$ cat src/rtl/usb_port_pkg.sv
// Package usb_port_pkg
// Shared widths and bit positions of the port status/control word.
// Assumes one 32-bit word; positions are fixed because software decodes them.
package usb_port_pkg;
    localparam int CSR_W    = 32;
    localparam int PTC_W    = 4;
    localparam int PIC_W    = 2;

    localparam int B_CCS    = 0;
    localparam int B_CSC    = 1;
    localparam int B_PED    = 2;
    localparam int B_FPR    = 6;
    localparam int B_SUSP   = 7;
    localparam int B_PRST   = 8;
    localparam int B_LS_DM  = 10;
    localparam int B_LS_DP  = 11;
    localparam int B_PWR    = 12;
    localparam int B_OWN    = 13;
    localparam int B_PIC_LO = 14;
    localparam int B_PTC_LO = 16;

    // Plain software-written control fields of the port.
    typedef struct packed {
        logic [PTC_W-1:0] test_ctl;
        logic             pwr;
        logic             prst;
        logic             susp;
        logic             fres;
    } port_ctl_t;
endpackage

$ cat src/rtl/usb_port_sync.sv
// Module usb_port_sync
// Multi-flop synchronizer for one asynchronous level.
// Assumes STAGES >= 2 and a slowly changing input (level, not pulse).
module usb_port_sync #(
    parameter int STAGES = 2
) (
    input  logic clk,
    input  logic rst_n,
    input  logic d,
    output logic q
);
    logic [STAGES-1:0] chain;

    // Shift the sampled level through the synchronizer chain.
    always_ff @(posedge clk) begin
        if (!rst_n) chain <= '0;
        else        chain <= {chain[STAGES-2:0], d};
    end

    assign q = chain[STAGES-1];
endmodule

$ cat src/rtl/usb_port_conn_track.sv
// Module usb_port_conn_track
// Synchronizes the connect level, holds the current connect state and the
// sticky write-1-to-clear change flag. A change outranks a clearing write.
// Assumes csc_clr is a single-cycle request from the register write path.
module usb_port_conn_track #(
    parameter int SYNC_STAGES = 2
) (
    input  logic clk,
    input  logic rst_n,
    input  logic conn_async,
    input  logic csc_clr,
    output logic ccs,
    output logic csc,
    output logic chg_evt,
    output logic disc_evt
);
    logic conn_s;

    usb_port_sync #(.STAGES(SYNC_STAGES)) u_sync (
        .clk   (clk),
        .rst_n (rst_n),
        .d     (conn_async),
        .q     (conn_s)
    );

    assign chg_evt  = conn_s ^ ccs;
    assign disc_evt = chg_evt & ~conn_s;

    // Track the synchronized connect level.
    always_ff @(posedge clk) begin
        if (!rst_n) ccs <= 1'b0;
        else        ccs <= conn_s;
    end

    // Sticky change flag: set on a change, cleared by software otherwise.
    always_ff @(posedge clk) begin
        if (!rst_n)       csc <= 1'b0;
        else if (chg_evt) csc <= 1'b1;
        else if (csc_clr) csc <= 1'b0;
    end
endmodule

$ cat src/rtl/usb_port_owner.sv
// Module usb_port_owner
// Port owner bit: forced to 1 while the configure flag is low, cleared on
// the flag's rising edge, otherwise software-writable.
// Assumes cfg_flag is already synchronous to clk.
module usb_port_owner (
    input  logic clk,
    input  logic rst_n,
    input  logic cfg_flag,
    input  logic wr_en,
    input  logic wr_val,
    output logic owner
);
    logic cfg_q;

    // Remember the previous configure flag for edge detection.
    always_ff @(posedge clk) begin
        if (!rst_n) cfg_q <= 1'b0;
        else        cfg_q <= cfg_flag;
    end

    // Owner update with flag-low and flag-rise taking priority over writes.
    always_ff @(posedge clk) begin
        if (!rst_n)                 owner <= 1'b1;
        else if (!cfg_flag)         owner <= 1'b1;
        else if (!cfg_q)            owner <= 1'b0;
        else if (wr_en)             owner <= wr_val;
    end
endmodule

$ cat src/rtl/usb_port_stsctl.sv
// Module usb_port_stsctl
// Status and control register of one USB root port. Stores the control
// fields, combines them with live line levels and tracked connect state,
// and masks power-dependent fields to zero while port power is off.
// Assumes a single-word register: every write carries all fields.
module usb_port_stsctl
    import usb_port_pkg::*;
#(
    parameter bit INDICATOR_EN = 1'b1,
    parameter int SYNC_STAGES  = 2
) (
    input  logic             clk,
    input  logic             rst_n,
    input  logic             csr_wr,
    input  logic [CSR_W-1:0] csr_wdata,
    output logic [CSR_W-1:0] csr_rdata,
    input  logic             conn_async,
    input  logic             line_dp,
    input  logic             line_dm,
    input  logic             cfg_flag,
    input  logic             hw_enable,
    output logic [PTC_W-1:0] test_sel,
    output logic             test_active
);
    port_ctl_t        ctl_q;
    logic [PIC_W-1:0] pic_q;
    logic             ped_q;
    logic             ccs, csc, chg_evt, disc_evt;
    logic             owner;
    logic             ind_cap;

    assign ind_cap = INDICATOR_EN;

    usb_port_conn_track #(.SYNC_STAGES(SYNC_STAGES)) u_conn (
        .clk        (clk),
        .rst_n      (rst_n),
        .conn_async (conn_async),
        .csc_clr    (csr_wr & csr_wdata[B_CSC]),
        .ccs        (ccs),
        .csc        (csc),
        .chg_evt    (chg_evt),
        .disc_evt   (disc_evt)
    );

    usb_port_owner u_owner (
        .clk      (clk),
        .rst_n    (rst_n),
        .cfg_flag (cfg_flag),
        .wr_en    (csr_wr),
        .wr_val   (csr_wdata[B_OWN]),
        .owner    (owner)
    );

    // Capture the plain read/write control fields on a write.
    always_ff @(posedge clk) begin
        if (!rst_n) begin
            ctl_q <= '0;
        end else if (csr_wr) begin
            ctl_q.test_ctl <= csr_wdata[B_PTC_LO +: PTC_W];
            ctl_q.pwr      <= csr_wdata[B_PWR];
            ctl_q.prst     <= csr_wdata[B_PRST];
            ctl_q.susp     <= csr_wdata[B_SUSP];
            ctl_q.fres     <= csr_wdata[B_FPR];
        end
    end

    generate
        if (INDICATOR_EN) begin : g_pic
            // Store the indicator field when the capability is present.
            always_ff @(posedge clk) begin
                if (!rst_n)      pic_q <= '0;
                else if (csr_wr) pic_q <= csr_wdata[B_PIC_LO +: PIC_W];
            end
        end else begin : g_no_pic
            assign pic_q = '0;
        end
    endgenerate

    // Enable: disconnect clears, hardware sets when connected, software clears.
    always_ff @(posedge clk) begin
        if (!rst_n)                          ped_q <= 1'b0;
        else if (disc_evt)                   ped_q <= 1'b0;
        else if (hw_enable && ccs)           ped_q <= 1'b1;
        else if (csr_wr && !csr_wdata[B_PED]) ped_q <= 1'b0;
    end

    // Assemble the read word with power masking.
    always_comb begin
        csr_rdata          = '0;
        csr_rdata[B_CCS]   = ccs;
        csr_rdata[B_CSC]   = csc;
        csr_rdata[B_LS_DM] = line_dm;
        csr_rdata[B_LS_DP] = line_dp;
        csr_rdata[B_PWR]   = ctl_q.pwr;
        csr_rdata[B_OWN]   = owner;
        if (ctl_q.pwr) begin
            csr_rdata[B_PED]                = ped_q;
            csr_rdata[B_FPR]                = ctl_q.fres;
            csr_rdata[B_SUSP]               = ctl_q.susp;
            csr_rdata[B_PRST]               = ctl_q.prst;
            csr_rdata[B_PIC_LO +: PIC_W]    = pic_q;
            csr_rdata[B_PTC_LO +: PTC_W]    = ctl_q.test_ctl;
        end
    end

    // Drive the test-mode selection seen by the test pattern engine.
    always_comb begin
        test_sel    = ctl_q.pwr ? ctl_q.test_ctl : '0;
        test_active = |test_sel;
    end
endmodule

$ cat config.mk
export PLATFORM = sky130hd
export DESIGN_NAME = usb_port_stsctl
export DESIGN_NICKNAME = d
export VERILOG_FILES = /design/src/rtl/usb_port_pkg.sv /design/src/rtl/usb_port_sync.sv /design/src/rtl/usb_port_conn_track.sv /design/src/rtl/usb_port_owner.sv /design/src/rtl/usb_port_stsctl.sv
export SDC_FILE = /design/constraint.sdc
export NUM_CORES = 1
export LEC_CHECK = 0
export CAP_MARGIN = 20
export CORE_ASPECT_RATIO = 1.1
export CORE_MARGIN = 10
export CORE_UTILIZATION = 28
export CTS_BUF_LIST = sky130_fd_sc_hd__clkbuf_16
export DETAILED_ROUTE_END_ITERATION = 8
export PLACE_DENSITY_LB_ADDON = 0.08
export SYNTH_ARGS = -nofsm -noshare
export SYNTH_HDL_FRONTEND = slang
export SYNTH_HIERARCHICAL = 1
export SYNTH_SLANG_ARGS = --single-unit
$ cat constraint.sdc
create_clock -name clk -period 1.2 [get_ports clk]
set_input_delay 0.18 -clock clk [delete_from_list [all_inputs] [get_ports clk]]
set_output_delay 0.18 -clock clk [all_outputs]
set_load 0.03 [all_outputs]
# After elaboration in Yosys (flattened, before gate mapping)
# Cells that the tools add are included.
[word_totals] output_inout_bits=37 register_bits=17 inputBits=40 elab_cells=36
[classes] n_mux=10 reduce_logical=8 eq_ne=1 n_bitwise=5
[op_table] cell="$mux W1" n=7
[op_table] cell="$mux W6" n=1
[op_table] cell="$mux W4" n=1
[op_table] cell="$reduce_bool A2 Y1" n=2
[op_table] cell="$reduce_or A4 Y1" n=1
[op_table] cell="$mux W3" n=1
[op_table] cell="$and A1 B1 Y1" n=2
[op_table] cell="$logic_and A1 B1 Y1" n=2
[op_table] cell="$ne A2 B2 Y1 const B" n=1
[op_table] cell="$not A1 Y1" n=2
[op_table] cell="$reduce_and A2 Y1" n=1
[op_table] cell="$reduce_or A2 Y1" n=1
[op_table] cell="$logic_not A1 Y1" n=1
[op_table] cell="$xor A1 B1 Y1" n=1

# Logic depth before layout (Yosys ltp)
# Gate-level depths: netlist (run 1).
[depth] word_depth=4 mapped_depth=4 ltp_nobuf=3

# Hierarchy
# The synthesis (run 1) kept the hierarchy.
[modules_own_cells] mod="usb_port_stsctl" instances=1 seq_area_each_um2=220.2 cells_per_inst=76 area_per_inst_um2=705.7
[modules_own_cells] mod="usb_port_conn_track" instances=1 seq_area_each_um2=40.0 cells_per_inst=8 area_per_inst_um2=80.1
[modules_own_cells] mod="usb_port_owner" instances=1 seq_area_each_um2=40.0 cells_per_inst=6 area_per_inst_um2=65.1
[modules_own_cells] mod="usb_port_sync" instances=1 seq_area_each_um2=40.0 cells_per_inst=4 area_per_inst_um2=52.6

# Least setup slack after synthesis (run 1)
# Ideal clock, no wire load.
[synth_timing] kind="register -> output" startpoint="register ctl_q (netlist bit csr_rdata[12])" endpoint="output port test_active" n_path_buf=1 arrival_time_ns=1.255 setup_slack_ns=-0.235 required_ns=1.020 stages_incl_launch_ff=4 path_cell_list="dfxtp_1 > buf_6 > and2_1 > or4_4"
[synth_via] elab_chain_cells=2
[synth_rtl] element="from (decl)" line_no="usb_port_stsctl.sv:25" rtl="port_ctl_t ctl_q;"
[synth_rtl] element="$mux W4" line_no="usb_port_stsctl.sv:108" rtl="test_sel = ctl_q.pwr ? ctl_q.test_ctl : '0;"
[synth_rtl] element="$reduce_or A4 Y1" line_no="usb_port_stsctl.sv:109" rtl="test_active = |test_sel;"
[synth_rtl] element="to (decl)" line_no="usb_port_stsctl.sv:23" rtl="output logic test_active"
# No other way between the ends.

# Worst setup path in the final report (run 1)
# Ends and elaborated chain as after synthesis.

==> results of run 1 <==
per-layer routing:
| metal | share of wire | vias to the layer above |
|---|---|---|
| met4 | 0.0049 | 0 |
| li1 | - | 327 |
| met5 | 0 | - |
| met2 | 0.46 | 35 |
| met1 | 0.38 | 282 |
| met3 | 0.15 | 2 |
critical path: cells and delay by family (launching register included):
family	cells	cell delay, ns
and+or+nand+nor	2	0.66
DFF	1	0.34
buffers and inverters	1	0.15
metrics by stage:
stage / setup TNS (ns) / area (sq um) / hold WS, ns / total power, mW
6_report: -0.4114 / 1306 / 0.3603 / 1.558
5_1_grt: -0.8507 / 1306 / 0.3602 / 1.624
4_1_cts: -0.4979 / 1306 / 0.3602 / 1.574
3_5_place_dp: -0.9682 / 1202 / 0.3602 / 0.9200
3_3_place_gp: -0.9689 / 1202 / 0.3602 / 0.9192
2_1_floorplan: -0.1517 / 962.2 / 0.3017 / 0.8607
power by group:
part | internal (mW) | total [mW] | switching, mW
registers | 0.597 | 0.610 | 0.0138
logic | 0.139 | 0.301 | 0.162
clock network | 0.442 | 0.646 | 0.205
registers in the layout, summed over array words and instances, names as in the netlist:
name / count
csr_rdata: 1
ctl_q: 7
ped_q: 1
pic_q: 2
u_conn/ccs: 1
u_conn/csc: 1
u_conn/u_sync/chain: 2
u_owner/cfg_q: 1
u_owner/owner: 1
cell type report:
cell class	count	area, sq um	share of cell area
Timing Repair Buffer	47	436.7	0.3343
Clock inverter	1	3.754	0.002874
Sequential cell	17	341.6	0.2615
Clock buffer	3	75.07	0.05747
Multi-Input combinational cell	60	399.1	0.3056
Inverter	2	7.507	0.005747
Tap cell	34	42.54	0.03257
placed cells by master, fill, tap and decap left out, drive strengths merged:
master	n
dfxtp	17
and2	15
inv	3
clkdlybuf4s50	18
or4	1
clkbuf	3
o21ai	1
a21boi	1
nor3b	1
mux2i	11
a22oi	1
nand2b	2
buf	29
conb	16
ha	1
nor2b	10
worst paths after layout:
| kind | endpoint | depth (start not counted) |
|---|---|---|
| worst max-delay path | test_active | 3 |
| worst min-delay path | csr_rdata[11] | 0 |
| worst max register to register | csr_rdata[12] | 3 |
| worst min register to register | u_conn/u_sync/chain[1] | 1 |
repair_timing:
action / in CTS / in global routing
endpoints found under the hold margin: 0 / 0
endpoints found under the setup margin: 9 / 15
gates resized for setup: 14 / 0
hold buffers: 0 / 0
==> flow_summary.toml, run 1 <==
[timing]
final.period_utilization = 1.309
maxClockFrequency_mhz = 636.5
clock_skew_ns = 0.001062
final_critical_path_setup_slack_ns = -0.3712
final.min_clock_period_ns = 1.571
final_hold_viol_count = 0
slew_viol_final = 0
rsz0062_at_grt = "true"
report.final.setup_viol = 6

[cts]
cts_tree = "yes"
htree_levels = 1
ctsLongestPathBuffers = 2
numCtsBuffers = 3
clock_sinks = 17
path_clk_slew_ns = 0.05
clock-root-buffer = "clkbuf_16"
clk_latency_ns = 0.24
post-cts-setup-buffer-count = 0

[layout]
post-route-util = 0.4249
nNetsFinal = 172
nFillCells = 330
post_layout_nonfiller_instances = 164
layout_cells_sized_above_1 = 0.2923
syn2layout_area_growth_pct = 45.20
antennaDiodeCount = 0

[critical_path]
critical_path_startpoint = "csr_rdata[12]"
r2r_setup_slack_ns = 0.40
cp_data_required_time_ns = 1.02
slowest_delay_ns = 0.52
crit_path_max_fanout = 6
worst_reg2reg_path_startpoint = "csr_rdata[12]"
crit_chain = "and2_4, or4_4, buf_6"
critPathKind = "reg -> out"
startpoint_type = "register"
timing.critical_path.arrival_ns = 1.39
cp_endpoint_kind = "output port"
critPathSlowestCell = "or4_4"

[global_route]
first_global_vias = 697
grt_antenna_before_repair = 0
grt_first_pass_wirelength_mm = 3.098
use_met2 = 0.1101
globalRouteMet1Util = 0.06415
global_route.peak_usage_layer = "met2"
overflow_left_after_global_routing = 0
met3_usage = 0.03731
maximum_number_of_pins_on_one_net_before_global_route_repair = 14
grt_util_all_layers = 0.06562

[power]
leakage_nw = 0.6239
power_density_nw_per_um2 = 1193
ir_drop_mv = 0.7087

[die]
die_y_microns = 79.45
chipWidth_microns = 74.05
floorplan.initialDensity = 0.2926
std_cell_rows = 21
die_area_sq_um = 5883
num_io_pins = 77
coreArea_sq_um = 3074

[hold_path]
hold_path_startpoint = "line_dp"
min_path_type = "in -> out"

[drt]
detailedRoute.firstPassIterationCount = 2
avgViaCountPerCell = 3.939
initialDrtViolationCount = 7
finalWirelength_mm = 2.039
routed_wire_length_per_instance_microns = 12.43
drtAntennaViolNets = 0
drt_drc_violations_left = 0
detailroute.via_count = 646

[placement]
post_detail_place_hpwl_mm = 1.692
placedCellCount = 160
placement.setup.worst_slack_ns = -0.6064
port_buffers = 37
rd_place_congestion = 0.7004

[status]
failed_checks = "setup timing"
run_status = "finished with violations"

[logic_synthesis]
postSynthCellCount = 93
syn_area_per_cell_sq_um = 9.673
syn-cell-area_sq_um = 899.6
synth_warn = 6

[run]
max_cap_violations = 0
Power figures use the tool's default switching activity.
==> run 2: changes to the inputs <==
Settings changed: CTS_CLUSTER_DIAMETER set to 40, MAX_ROUTING_LAYER set to met4.
==> flow_summary.toml, run 2 (synthesis gave the netlist of run 1 again) <==
[die]
die_y_microns = 79.45
die_area_sq_um = 5883
chipWidth_microns = 74.05
num_io_pins = 77
floorplan.initialDensity = 0.2926
coreArea_sq_um = 3074
std_cell_rows = 21

[run]
max_cap_violations = 0

[layout]
nNetsFinal = 172
post-route-util = 0.4249
post_layout_nonfiller_instances = 164
most-common-layout-cells = "buf_4, clkdlybuf4s50_1, conb_1, dfxtp_1"
largest_register_ffs = 7
top_register = "ctl_q"
top_regs = "ctl_q (7), pic_q (2), u_conn/u_sync/chain (2)"
postLayoutCellArea_sq_um = 1306
nFillCells = 330
layout_cells_sized_above_1 = 0.2923
syn2layout_area_growth_pct = 45.20
mostFrequentLayoutCell = "buf_4"
antennaDiodeCount = 0

[timing]
rsz0062_at_grt = "true"
final.period_utilization = 1.309
maxClockFrequency_mhz = 636.5
slew_viol_final = 0
final_critical_path_setup_slack_ns = -0.3712
final.min_clock_period_ns = 1.571
report.final.setup_viol = 6
final_hold_viol_count = 0
fin_hold_ws_ns = 0.3603
clock_skew_ns = 0.001054

[global_route]
grt_first_pass_wirelength_mm = 3.105
overflow_left_after_global_routing = 0
grt_antenna_before_repair = 0
first_global_vias = 697
maximum_number_of_pins_on_one_net_before_global_route_repair = 14
grt_util_all_layers = 0.06743

[placement]
rd_place_congestion = 0.7080
post_detail_place_hpwl_mm = 1.692
port_buffers = 37
placement.setup.worst_slack_ns = -0.6064
placedCellCount = 160
placement.cell_area_sq_um = 1202

[power]
power_density_nw_per_um2 = 1193
p_int_mw = 1.177
leakage_nw = 0.6239
p_clk_frac = 0.415
power.share.sequential = 0.392
switching_share = 0.2445
part_of_the_power_in_combinational_logic = 0.193
power.switching_uw = 380.9
ir_drop_mv = 0.7092

[critical_path]
critPathKind = "reg -> out"
critical_path_startpoint = "csr_rdata[12]"
cp_endpoint_kind = "output port"
crit_path_max_fanout = 6
worst_reg2reg_path_startpoint = "csr_rdata[12]"
cp_data_required_time_ns = 1.02
startpoint_type = "register"
timing.critical_path.arrival_ns = 1.39

[cts]
htree_levels = 1
cts.hold.buffers_added = 0
path_clk_slew_ns = 0.05
ctsLongestPathBuffers = 2
clock-root-buffer = "clkbuf_16"
clock_sinks = 17
clk_latency_ns = 0.24
cts-resized-gates = 14
post-cts-setup-buffer-count = 0
cts_tree = "yes"
numCtsBuffers = 3

[drt]
drt_drc_violations_left = 0
initialDrtViolationCount = 5
avgViaCountPerCell = 3.939
detailedRoute.firstPassIterationCount = 2
routed_wire_length_per_instance_microns = 12.43
finalWirelength_mm = 2.039
detailroute.via_count = 646
drtAntennaViolNets = 0

[hold_path]
min_path_type = "in -> out"
hold_path_startpoint = "line_dp"

[status]
failed_checks = "setup timing"
run_status = "finished with violations"
run 2: power groups by stage:
stage | combinational [mW] | clock (mW) | sequential, mW
global placement | 0.298 | 0 | 0.621
finish | 0.301 | 0.646 | 0.610
detailed placement | 0.298 | 0 | 0.622
floorplan | 0.243 | 0 | 0.618
global route | 0.324 | 0.686 | 0.614
CTS | 0.304 | 0.659 | 0.611
run 2: final cells by class:
class | count | area [sq um] | area share
Clock buffer | 3 | 75.07 | 0.05747
Sequential cell | 17 | 341.6 | 0.2615
Multi-Input combinational cell | 60 | 399.1 | 0.3056
Clock inverter | 1 | 3.754 | 0.002874
Timing Repair Buffer | 47 | 436.7 | 0.3343
Inverter | 2 | 7.507 | 0.005747
Tap cell | 34 | 42.54 | 0.03257
run 2: critical path: stages, from the launching register on:
cell	delay [ns]
dfxtp_2	0.34
and2_4	0.14
or4_4	0.52
buf_6	0.15
run 2: final timing paths:
kind,depth (start not counted),end,slack (ns)
setup / recovery,3,test_active,-0.37
hold / removal,0,csr_rdata[11],0.36
setup reg to reg,3,csr_rdata[12],0.40
hold reg to reg,1,u_conn/u_sync/chain[1],0.43
run 2: per-layer routing:
metal	up-vias	routed length [microns]	GRT usage
li1	327	-	-
met1	282	849	0.06914
met2	35	930	0.1101
met3	2	247	0.02861
met4	0	10	0.02799
met5	-	0	-
run 2: per-stage QoR:
step / setup TNS (ns) / power (mW)
global route: -0.8507 / 1.624
finish: -0.4111 / 1.558
CTS: -0.4979 / 1.574
floorplan: -0.1517 / 0.8607
detailed placement: -0.9682 / 0.9200
global placement: -0.9689 / 0.9192
